### config.mk
export PLATFORM = sky130hd
export DESIGN_NAME = cmd_frame_parser
export DESIGN_NICKNAME = d
export VERILOG_FILES = /design/src/rtl/cfp_pkg.sv /design/src/rtl/cfp_field_capture.sv /design/src/rtl/cfp_pwd_check.sv /design/src/rtl/cfp_decide.sv /design/src/rtl/cmd_frame_parser.sv
export SDC_FILE = /design/constraint.sdc
export NUM_CORES = 1
export LEC_CHECK = 0
export ABC_AREA = 1
export BUFFER_PORTS_ARGS = -buffer_cell sky130_fd_sc_hd__buf_2
export CAP_MARGIN = 20
export CORE_ASPECT_RATIO = 0.8
export CORE_UTILIZATION = 49
export CTS_CLUSTER_DIAMETER = 60
export CTS_CLUSTER_SIZE = 14
export DETAILED_ROUTE_END_ITERATION = 8
export PLACE_DENSITY = 0.82
export SLEW_MARGIN = 20
export SYNTH_ARGS = -nofsm -noshare
export SYNTH_HDL_FRONTEND = slang
export SYNTH_SLANG_ARGS = --single-unit
### constraint.sdc
create_clock -name clk -period 2.09 [get_ports clk]
set_input_delay 0.1045 -clock clk [delete_from_list [all_inputs] [get_ports clk]]
set_output_delay 0.1045 -clock clk [all_outputs]
set_load 0.01 [all_outputs]
### src/rtl/cfp_pkg.sv
`timescale 1ns/1ps
package cfp_pkg;
  localparam int OP_W = 2;
  localparam logic [1:0] OP_WRITE = 2'b10;
  localparam logic [1:0] OP_STOP  = 2'b11;

  typedef enum logic [1:0] {RES_READ, RES_PROG, RES_STOP, RES_MOD} res_e;

  // lock + data + address
  function automatic int payload_len(int data_w, int addr_w);
    return 1 + data_w + addr_w;
  endfunction

  function automatic int std_len(int data_w, int addr_w);
    return OP_W + payload_len(data_w, addr_w);
  endfunction

  function automatic int pwd_len(int data_w, int addr_w, int pwd_w);
    return std_len(data_w, addr_w) + pwd_w;
  endfunction

  function automatic int aor_len(int pwd_w);
    return OP_W + pwd_w;
  endfunction

  // bit count (1-based) lies in the password window
  function automatic bit in_pwd_field(int cnt, int pwd_w);
    return (cnt > OP_W) && (cnt <= OP_W + pwd_w);
  endfunction

  // index into the stored word for bit count cnt, first bit vs MSB
  function automatic int pwd_bit_idx(int cnt, int pwd_w);
    return pwd_w + OP_W - cnt;
  endfunction

  function automatic res_e classify(logic [1:0] op, int len, logic gap,
                                    logic pwd_on, logic aor_on, logic mism,
                                    int slen, int plen, int alen);
    res_e r;
    r = RES_READ;
    if (gap || len < OP_W) r = RES_READ;
    else if (op == OP_STOP) r = (len == OP_W) ? RES_STOP : RES_READ;
    else if (op == OP_WRITE) begin
      if (pwd_on) begin
        if (mism)                     r = RES_READ;
        else if (len == plen)         r = RES_PROG;
        else if (len == alen && aor_on) r = RES_MOD;
        else                          r = RES_READ;
      end else begin
        r = (len == slen || len == plen) ? RES_PROG : RES_READ;
      end
    end
    return r;
  endfunction
endpackage

### src/rtl/cfp_field_capture.sv
`timescale 1ns/1ps
module cfp_field_capture import cfp_pkg::*; #(
  parameter int CNT_W = 7,
  parameter int PAY_W = 36
) (
  input  logic             clk,
  input  logic             rst_n,
  input  logic             bit_vld,
  input  logic             bit_val,
  input  logic [CNT_W-1:0] bit_cnt,
  output logic [1:0]       opcode,
  output logic [PAY_W-1:0] payload,
  output logic             frame_start
);
  logic second_bit;
  logic body_bit;

  assign frame_start = bit_vld && (bit_cnt == CNT_W'(1));
  assign second_bit  = bit_vld && (bit_cnt == CNT_W'(2));
  assign body_bit    = bit_vld && (int'(bit_cnt) > OP_W);

  // payload keeps the last PAY_W bits: lock, data, address at the frame end
  always_ff @(posedge clk or negedge rst_n) begin
    if (!rst_n) begin
      opcode  <= '0;
      payload <= '0;
    end else if (frame_start) begin
      opcode  <= {bit_val, 1'b0};
      payload <= '0;
    end else if (second_bit) begin
      opcode[0] <= bit_val;
    end else if (body_bit) begin
      payload <= {payload[PAY_W-2:0], bit_val};
    end
  end

  assert_op_first_R5: assert property (@(posedge clk) disable iff (!rst_n)
    frame_start |=> opcode[1] == $past(bit_val));
  assert_op_second_R3: assert property (@(posedge clk) disable iff (!rst_n)
    second_bit |=> opcode[0] == $past(bit_val));
  assert_body_shift_R7: assert property (@(posedge clk) disable iff (!rst_n)
    body_bit |=> payload[0] == $past(bit_val));
endmodule

### src/rtl/cfp_pwd_check.sv
`timescale 1ns/1ps
module cfp_pwd_check import cfp_pkg::*; #(
  parameter int PWD_W = 32,
  parameter int CNT_W = 7
) (
  input  logic             clk,
  input  logic             rst_n,
  input  logic             bit_vld,
  input  logic             bit_val,
  input  logic [CNT_W-1:0] bit_cnt,
  input  logic             frame_start,
  input  logic             pwd_on,
  input  logic [PWD_W-1:0] pwd_word,
  output logic             cmp_fail,
  output logic             mismatch
);
  localparam int IW = (PWD_W > 1) ? $clog2(PWD_W) : 1;

  logic          in_field;
  logic [IW-1:0] idx;
  logic          exp_bit;

  always_comb begin
    in_field = in_pwd_field(int'(bit_cnt), PWD_W);
    idx      = in_field ? IW'(pwd_bit_idx(int'(bit_cnt), PWD_W)) : '0;
    exp_bit  = pwd_word[idx];
  end

  assign cmp_fail = bit_vld && pwd_on && in_field && (bit_val != exp_bit);

  always_ff @(posedge clk or negedge rst_n) begin
    if (!rst_n)           mismatch <= 1'b0;
    else if (frame_start) mismatch <= 1'b0;
    else if (cmp_fail)    mismatch <= 1'b1;
  end

  assert_fail_latches_R6: assert property (@(posedge clk) disable iff (!rst_n)
    cmp_fail |=> mismatch);
  assert_mism_sticky_R11: assert property (@(posedge clk) disable iff (!rst_n)
    mismatch && !frame_start |=> mismatch);
  assert_mism_clear_R11: assert property (@(posedge clk) disable iff (!rst_n)
    frame_start |=> !mismatch);
endmodule

### src/rtl/cfp_decide.sv
`timescale 1ns/1ps
module cfp_decide import cfp_pkg::*; #(
  parameter int CNT_W  = 7,
  parameter int DATA_W = 32,
  parameter int ADDR_W = 3,
  parameter int PWD_W  = 32
) (
  input  logic              clk,
  input  logic              por_n,
  input  logic              rst_n,
  input  logic              frame_end,
  input  logic [CNT_W-1:0]  bit_cnt,
  input  logic              gap_fail,
  input  logic              pwd_on,
  input  logic              aor_on,
  input  logic [1:0]        opcode,
  input  logic              mismatch,
  input  logic [payload_len(DATA_W, ADDR_W)-1:0] payload,
  output logic              prog_req,
  output logic              prog_lock,
  output logic [DATA_W-1:0] prog_data,
  output logic [ADDR_W-1:0] prog_addr,
  output logic              stop_req,
  output logic              mod_en,
  output logic              read_restart,
  output logic              silenced
);
  localparam int PAY_W = payload_len(DATA_W, ADDR_W);
  localparam int SLEN  = std_len(DATA_W, ADDR_W);
  localparam int PLEN  = pwd_len(DATA_W, ADDR_W, PWD_W);
  localparam int ALEN  = aor_len(PWD_W);

  res_e verdict;
  logic take;

  always_comb verdict = classify(opcode, int'(bit_cnt), gap_fail, pwd_on,
                                 aor_on, mismatch, SLEN, PLEN, ALEN);
  assign take = frame_end && !silenced;

  always_ff @(posedge clk or negedge rst_n) begin
    if (!rst_n) begin
      prog_req     <= 1'b0;
      stop_req     <= 1'b0;
      mod_en       <= 1'b0;
      read_restart <= 1'b0;
      prog_lock    <= 1'b0;
      prog_data    <= '0;
      prog_addr    <= '0;
    end else begin
      prog_req     <= take && (verdict == RES_PROG);
      stop_req     <= take && (verdict == RES_STOP);
      mod_en       <= take && (verdict == RES_MOD);
      read_restart <= take && (verdict == RES_READ);
      if (take && verdict == RES_PROG) begin
        prog_lock <= payload[PAY_W-1];
        prog_data <= payload[PAY_W-2 -: DATA_W];
        prog_addr <= payload[ADDR_W-1:0];
      end
    end
  end

  always_ff @(posedge clk or negedge por_n) begin
    if (!por_n)                          silenced <= 1'b0;
    else if (take && verdict == RES_STOP) silenced <= 1'b1;
  end

  assert_onehot_R2: assert property (@(posedge clk) disable iff (!rst_n)
    $onehot0({prog_req, stop_req, mod_en, read_restart}));
  assert_answer_R2: assert property (@(posedge clk) disable iff (!rst_n)
    frame_end && !silenced |=> $countones({prog_req, stop_req, mod_en, read_restart}) == 1);
  assert_quiet_R2: assert property (@(posedge clk) disable iff (!rst_n)
    !frame_end |=> !(prog_req || stop_req || mod_en || read_restart));
  assert_gap_R4: assert property (@(posedge clk) disable iff (!rst_n)
    frame_end && gap_fail && !silenced |=> read_restart);
  assert_pwd_block_R6: assert property (@(posedge clk) disable iff (!rst_n)
    frame_end && pwd_on && mismatch |=> !prog_req && !mod_en);
  assert_stop_sets_R9: assert property (@(posedge clk) disable iff (!rst_n)
    stop_req |-> silenced);
  assert_sticky_R10: assert property (@(posedge clk) disable iff (!por_n)
    silenced |=> silenced);
  assert_ignored_R10: assert property (@(posedge clk) disable iff (!rst_n)
    frame_end && silenced |=> !(prog_req || stop_req || mod_en || read_restart));
endmodule

### src/rtl/cmd_frame_parser.sv
`timescale 1ns/1ps
module cmd_frame_parser import cfp_pkg::*; #(
  parameter int DATA_W = 32,
  parameter int ADDR_W = 3,
  parameter int PWD_W  = 32,
  parameter int CNT_W  = 7
) (
  input  logic              clk,
  input  logic              por_n,
  input  logic              rst_n,
  input  logic              bit_vld,
  input  logic              bit_val,
  input  logic [CNT_W-1:0]  bit_cnt,
  input  logic              frame_end,
  input  logic              gap_fail,
  input  logic              pwd_on,
  input  logic              aor_on,
  input  logic [PWD_W-1:0]  pwd_word,
  output logic              prog_req,
  output logic              prog_lock,
  output logic [DATA_W-1:0] prog_data,
  output logic [ADDR_W-1:0] prog_addr,
  output logic              stop_req,
  output logic              mod_en,
  output logic              read_restart,
  output logic              silenced
);
  localparam int PAY_W = payload_len(DATA_W, ADDR_W);

  // block state is reset by either source; silenced only by por_n
  logic             blk_rst_n;
  logic             frame_start;
  logic             cmp_fail;
  logic             mismatch;
  logic [1:0]       opcode;
  logic [PAY_W-1:0] payload;

  assign blk_rst_n = rst_n & por_n;

  cfp_field_capture #(.CNT_W(CNT_W), .PAY_W(PAY_W)) u_cap (
    .clk(clk), .rst_n(blk_rst_n), .bit_vld(bit_vld), .bit_val(bit_val),
    .bit_cnt(bit_cnt), .opcode(opcode), .payload(payload),
    .frame_start(frame_start)
  );

  cfp_pwd_check #(.PWD_W(PWD_W), .CNT_W(CNT_W)) u_pwd (
    .clk(clk), .rst_n(blk_rst_n), .bit_vld(bit_vld), .bit_val(bit_val),
    .bit_cnt(bit_cnt), .frame_start(frame_start), .pwd_on(pwd_on),
    .pwd_word(pwd_word), .cmp_fail(cmp_fail), .mismatch(mismatch)
  );

  cfp_decide #(.CNT_W(CNT_W), .DATA_W(DATA_W), .ADDR_W(ADDR_W), .PWD_W(PWD_W)) u_dec (
    .clk(clk), .por_n(por_n), .rst_n(blk_rst_n), .frame_end(frame_end),
    .bit_cnt(bit_cnt), .gap_fail(gap_fail), .pwd_on(pwd_on), .aor_on(aor_on),
    .opcode(opcode), .mismatch(mismatch), .payload(payload),
    .prog_req(prog_req), .prog_lock(prog_lock), .prog_data(prog_data),
    .prog_addr(prog_addr), .stop_req(stop_req), .mod_en(mod_en),
    .read_restart(read_restart), .silenced(silenced)
  );

  assert_por_clear_R1: assert property (@(posedge clk)
    !por_n |=> !silenced && !prog_req && !stop_req && !mod_en && !read_restart);
endmodule

==> results of run 1 <==
==> synth_stat cells (2+ instances only) <==
library cell / count
nor2_1: 15
nand2_1: 84
o21ai_0: 38
buf_6: 8
clkbuf_1: 9
nor3_1: 2
o21ai_2: 36
a21oi_1: 4
dfrtp_1: 80
ha_1: 3
xor2_1: 2
clkinv_1: 2
nand2_4: 3
nand3_2: 6
nand3_1: 65
nand2_2: 4
nand4_1: 11
nor2_2: 2
nor2_4: 3
inv_1: 59
inv_2: 2
==> per-layer routing <==
| metal | track usage (%) | wire, um |
|---|---|---|
| met5 | 0 | 0 |
| met4 | 7.792 | 138 |
| met3 | 5.730 | 342 |
| met2 | 34.23 | 4020 |
| met1 | 29.32 | 4040 |
==> power by group through the flow <==
stage,Sequential (mW),Combinational (mW),Clock [mW]
floorplan,1.75,0.346,0
global placement,1.76,0.465,0
detailed placement,1.77,0.483,0
CTS,1.74,0.490,1.27
global route,1.76,0.560,1.34
finish,1.74,0.483,1.23
==> registers in the layout (all words and copies together), names as in the netlist <==
signal,flops
u_cap.payload,36
u_dec.mod_en,1
u_dec.silenced,1
u_dec.prog_req,1
u_dec.read_restart,1
u_dec.prog_addr,3
u_pwd.mismatch,1
u_dec.stop_req,1
u_dec.prog_data,32
u_dec.prog_lock,1
u_cap.opcode,2
==> worst register-to-register path, stage by stage (launching register included) <==
cell	delay (ns)
dfrtp_1	0.40
nor2_1	0.15
nand3_1	0.09
o31ai_1	0.23
nand2_1	0.09
inv_1	0.08
nor2_1	0.06
nand2_4	0.22
buf_4	0.22
nand2_1	0.07
o21ai_2	0.06
==> path summary, 6_finish.rpt <==
path | startpoint | endpoint | slack [ns] | cells after the start
max | bit_cnt[0] | u_dec.prog_data[7] | 0.33 | 13
min | bit_val | u_pwd.mismatch | 0.04 | 4
max reg2reg | u_cap.opcode[0] | u_dec.prog_data[6] | 0.35 | 10
min reg2reg | u_dec.prog_data[9] | u_dec.prog_data[9] | 0.48 | 2
max in group asynchronous | por_n | u_cap.payload[14] | 1.24 | 5
min in group asynchronous | por_n | u_dec.silenced | 0.07 | 2
==> cells by family after synthesis <==
logic type                 share of synthesized area, %
buffers and inverters                             9.982
adders and majority gates                        0.9243
and+or+nand+nor                                   25.42
xor gates and xnor gates                         0.4314
AOI/OAI and AO/OA                                 13.96
DFF                                               49.29
==> stage by stage <==
step | area [sq um] | cells | setup WS (ns) | TNS (ns) | hold slack [ns]
detailed placement | 4628 | 639 | -0.01108 | -0.02395 | -0.1108
CTS | 4868 | 657 | 0.3339 | 0 | 0.02595
finish | 4868 | 657 | 0.3322 | 0 | 0.03996
floorplan | 4065 | 452 | 0.2784 | 0 | -0.1911
global placement | 4628 | 639 | 0.1337 | 0 | -0.1137
global route | 4868 | 657 | 0.1561 | 0 | 0.04306
==> area by class of cell <==
type	instances	share of cell area, %
Sequential cell	80	41.12
Multi-Input combinational cell	288	33.98
Timing Repair Buffer	101	12.44
Inverter	64	5.166
Clock buffer	10	2.827
Tap cell	108	2.776
Clock inverter	6	1.696
==> flow_metrics.env, run 1 <==
export IMPL_status="complete, no violations"
export IMPL_drt_iter0_markers=183
export IMPL_dp_hpwl_um=6054
export IMPL_drc=0
export IMPL_worst_pin_slew_ns=0.3694
export IMPL_wl_um=8542
export IMPL_fmax_ghz=0.5689
export IMPL_area_delta_synth_final_pct=19.87
export IMPL_path_class="in2reg"
export IMPL_synth_edf_count=0
export IMPL_synth_top_area_share_pct=49.29
export IMPL_nFillCells=683
export IMPL_final_core_util_pct=60.99
export IMPL_fp_row_count=29
export IMPL_drv_cap=0
export IMPL_postSynthCellCount=452
export IMPL_mostFrequentLayoutCells="buf_2, nand2_1, dfrtp_1, nand3_1, inv_1"
export IMPL_synth_main_ff_cell="dfrtp_1"
export IMPL_cts_tree="yes"
export IMPL_hold_buffers=2
export IMPL_critPathMaxStageDelay_ns=0.29
export IMPL_die_area_sq_um=8659
export IMPL_ctsRootBufferMaster="clkbuf_8"
export IMPL_period_share_pct=84.11
export IMPL_worst_path_max_delay_cell="a211oi_4"
export IMPL_cp_arrival_ns=2.00
export IMPL_total_power_mw=3.461
export IMPL_die_h_um=83.43
export IMPL_grt_max_degree=50
export IMPL_final_common_cell="buf_2"
export IMPL_crit_required_ns=2.33
export IMPL_wl_per_cell_um=13.00
export IMPL_via_per_inst=5.082
export IMPL_grt_ovfl_total=0
export IMPL_cts_sinks=80
export IMPL_path_delay_family="simple AND/OR/NAND/NOR gates"
export IMPL_post_cts_buffers=0
export IMPL_p_sw_mw=0.9241
export IMPL_cts_made_buffers=9
export IMPL_die_w_um=103.8
export IMPL_gr_usage_all_layers_pct=21.80
export IMPL_setup_viol=0
export IMPL_grt_pass1_vias=3298
export IMPL_finalMaxSlewViolations=0
export IMPL_layout_area_seq_sq_um=2002
export IMPL_cp_max_fo=18
export IMPL_p_int_mw=2.537
export IMPL_clk_latency_ns=0.35
export IMPL_antenna_found_initial=0
export IMPL_yosys_cell_types_count=35
export IMPL_drtPass1Iterations=4
export IMPL_path_cells="buf_2 -> inv_1 -> ha_1 -> nand2_1 -> nor2_1 -> nand3_1 -> nand2_1 -> a21oi_1 -> a211oi_4 -> nand2_4 -> buf_12 -> nand2_1 -> o21ai_2"
export IMPL_yosysSeqAreaShare_pct=49.29
export IMPL_combPwrFrac_pct=14.0
export IMPL_syn_area_per_cell_sq_um=8.985
export IMPL_syn_num_nets=503
export IMPL_yosysWarnings=0
export IMPL_clk_pin_slew_ns=0.08
export IMPL_p_per_area_nw_per_um2=710.9
export IMPL_crit_buf_inv=3
export IMPL_cp_end_kind="flop"
export IMPL_synthTopCellsByArea="dfrtp_1, nand3_1, nand2_1, o21ai_2, inv_1"
export IMPL_p_leak_nw=2.536
export IMPL_core_sq_um=7983
export IMPL_start_util_pct=50.88
export IMPL_cts_resized=0
export IMPL_multi_input_area_sq_um=1654
export IMPL_finalCriticalPeriod_ns=1.758
export IMPL_synth_seq_cells=80
export IMPL_ir_drop_mv=0.3899
export IMPL_critPathLaunchType="input pin"
export IMPL_ant_nets=0
export IMPL_finalClockSkew_ns=0.005933
export IMPL_hold_viol_final=0
export IMPL_n_antenna_cell=0
export IMPL_htreeDepth=3
export IMPL_syn_area_sq_um=4061
export IMPL_pwr_share_seq_pct=50.4
export IMPL_clk_path_buf_depth=2
export IMPL_clkPwrFrac_pct=35.7
export IMPL_final_nets=595
export IMPL_place_gp_congestion=0.8640
export IMPL_top_level_ports=89
export IMPL_port_buffer_count=88
export IMPL_worstHoldPathType="in2reg"
export IMPL_maxSlewHeadroom_pct=75.38
export IMPL_worst_path_most_repeated_cell="nand2_1"
export IMPL_rsz0062_at_grt="false"
export IMPL_yosys_area_top_type="dfrtp_1"
export IMPL_drive_gt1_share_pct=32.60
export IMPL_swShare_pct=26.70
export IMPL_num_vias=3339
export IMPL_grt_first_pass_wirelength_um=15080
export IMPL_synthArstFlopShare_pct=100.0
Note: power is estimated with default switching activity, not from simulation.
==> run 2, diff against run 1 <==
==> constraint.sdc (replaced) <==
create_clock -name clk -period 1.4 [get_ports clk]
set_input_delay 0.07 -clock clk [delete_from_list [all_inputs] [get_ports clk]]
set_output_delay 0.07 -clock clk [all_outputs]
set_load 0.01 [all_outputs]
==> flow_metrics.env, run 2 (same netlist as run 1, synthesis figures left out) <==
export IMPL_largest_register="u_cap.payload"
export IMPL_die_area_sq_um=8659
export IMPL_reg2reg_from="u_cap.opcode[0]"
export IMPL_largestRegisters="u_cap.payload (36), u_dec.prog_data (32), u_dec.prog_addr (3)"
export IMPL_via_per_inst=5.341
export IMPL_critPathMaxStageDelay_ns=0.40
export IMPL_violations="negative setup slack"
export IMPL_crit_required_ns=1.69
export IMPL_ir_drop_mv=0.6118
export IMPL_r2r_end="u_dec.prog_data[31]"
export IMPL_p_int_mw=3.479
export IMPL_setup_viol=42
export IMPL_drtPass1Iterations=5
export IMPL_fmax_ghz=0.5513
export IMPL_layout_area_seq_sq_um=2002
export IMPL_grt_first_pass_wirelength_um=17440
export IMPL_largest_reg_flops=36
export IMPL_gr_usage_all_layers_pct=25.48
export IMPL_grt_pass1_vias=3690
export IMPL_cts_sinks=80
export IMPL_combPwrFrac_pct=18.8
export IMPL_ctsRootBufferMaster="clkbuf_8"
export IMPL_finalClockSkew_ns=0.007021
export IMPL_antenna_found_initial=0
export IMPL_nFillCells=559
export IMPL_wl_um=11010
export IMPL_fin_tns_setup_ns=-14.88
export IMPL_area_delta_synth_final_pct=39.25
export IMPL_maxSlewHeadroom_pct=69.18
export IMPL_final_nets=645
export IMPL_n_antenna_cell=0
export IMPL_worstHoldPathType="in2async"
export IMPL_top_level_ports=89
export IMPL_ant_nets=0
export IMPL_dp_hpwl_um=6621
export IMPL_cts_made_buffers=9
export IMPL_finalMaxSlewViolations=0
export IMPL_wl_per_cell_um=15.60
export IMPL_drt_iter0_markers=195
export IMPL_clkPwrFrac_pct=28.6
export IMPL_rsz0062_at_grt="true"
export IMPL_worst_path_max_delay_cell="dfrtp_1"
export IMPL_cp_arrival_ns=2.10
export IMPL_mostFrequentLayoutCells="buf_2, dfrtp_1, inv_1, nand3_1, nand2_1"
export IMPL_hold_viol_final=0
export IMPL_dp_cells=669
export IMPL_hold_slack_ns=0.01166
export IMPL_total_power_mw=4.960
export IMPL_grt_ovfl_total=0
export IMPL_dpl_cell_area_sq_um=4961
export IMPL_status="finished with violations"
export IMPL_fin_ws_ns=-0.4138
export IMPL_path_class="reg2reg"
export IMPL_start_util_pct=50.88
export IMPL_cts_tree="yes"
export IMPL_fin_cells=706
export IMPL_worst_pin_slew_ns=0.4613
export IMPL_die_h_um=83.43
export IMPL_p_leak_nw=2.886
export IMPL_finalCriticalPeriod_ns=1.814
export IMPL_cp_max_fo=7
export IMPL_htreeDepth=3
export IMPL_p_sw_mw=1.480
export IMPL_drv_cap=0
export IMPL_core_sq_um=7983
export IMPL_num_vias=3771
export IMPL_final_area_sq_um=5655
export IMPL_drive_gt1_share_pct=48.66
export IMPL_fp_row_count=29
export IMPL_path_cells="nor2_2 -> nand3_2 -> o31ai_2 -> nand2_1 -> inv_2 -> nor2_2 -> nand2_4 -> buf_12 -> clkbuf_16 -> nand2_4 -> o21ai_2"
export IMPL_die_w_um=103.8
export IMPL_period_share_pct=129.6
export IMPL_clk_latency_ns=0.36
export IMPL_r2r_setup_slack_ns=-0.41
export IMPL_port_buffer_count=88
export IMPL_clk_pin_slew_ns=0.07
export IMPL_critPathLaunchType="flop"
export IMPL_swShare_pct=29.85
export IMPL_place_gp_congestion=0.8661
export IMPL_multi_input_area_sq_um=1924
export IMPL_pwr_share_seq_pct=52.5
export IMPL_ff2ff_path_depth=11
export IMPL_clk_path_buf_depth=2
export IMPL_drc=0
export IMPL_final_common_cell="buf_2"
export IMPL_cp_end_kind="flop"
export IMPL_p_per_area_nw_per_um2=877.0
export IMPL_grt_max_degree=47
[run 2: cell count changes in the layout (fill, tap and decap cells not counted), moves of 5 or more]
cell / previous run / this run
nand2_1: 84 / 48
nand2_2: 4 / 36
nor2_1: 15 / 8
buf_4: 6 / 42
nand3_2: 6 / 16
buf_12: 5 / 10
nand3_1: 65 / 54
[run 2: cell type report]
type	instances	share of cell area (%)
clock buffers	11	2.323
multi-input cells	289	34.03
well taps	108	2.389
flip-flops and latches	80	35.40
inverters	64	4.602
repair buffers	150	20.86
clock inverters	4	0.3982
[run 2: through the flow]
stage | utilization, % | worst slack [ns]
2_1_floorplan | - | -0.2520
5_1_grt | 70.85 | -0.4363
3_3_place_gp | 62.15 | -0.4437
4_1_cts | 68.95 | -0.2674
3_5_place_dp | 62.15 | -0.5458
6_report | 70.85 | -0.4138
[run 2: critical path, delay by kind of cell (launching register included)]
family	cells	cell delay, ns
AO/OA/AOI/OAI	2	0.31
buffers and inverters	3	0.42
flip-flops	1	0.40
AND/OR/NAND/NOR	6	0.61
[run 2: routing by layer]
metal | GRT usage [%] | vias up | part of all wire (%)
met5 | 0 | - | 0
li1 | - | 1764 | -
met4 | 8.312 | 0 | 2.5
met1 | 33.66 | 1850 | 43
met3 | 5.730 | 32 | 5.2
met2 | 41.85 | 125 | 49
[run 2: worst max path at each step]
stage | from | slack (ns) | cells past startpoint | to
floorplan | bit_cnt[0] | -0.25 | 13 | u_dec.prog_data[13]
global placement | bit_cnt[1] | -0.44 | 15 | u_pwd.mismatch
detailed placement | bit_cnt[0] | -0.55 | 16 | u_pwd.mismatch
CTS | u_cap.opcode[1] | -0.27 | 12 | u_dec.prog_lock
global route | u_cap.opcode[1] | -0.44 | 12 | u_dec.prog_data[31]
finish | u_cap.opcode[0] | -0.41 | 11 | u_dec.prog_data[31]
[run 2: power by group through the flow]
stage	clock [mW]	sequential (mW)	combinational [mW]
floorplan	0	2.61	0.540
global placement	0	2.63	0.790
detailed placement	0	2.64	0.825
CTS	1.44	2.60	0.876
global route	1.51	2.62	1.04
finish	1.42	2.61	0.933
[run 2: what timing repair did]
item | in CTS | in global routing
resized for setup | 29 | 35
hold buffers | 2 | 0
buffers inserted | 11 | 5
cloned | 6 | 2
endpoints found under the hold margin | 18 | 0
setup endpoints to repair | 41 | 54
pin swaps | 17 | 23
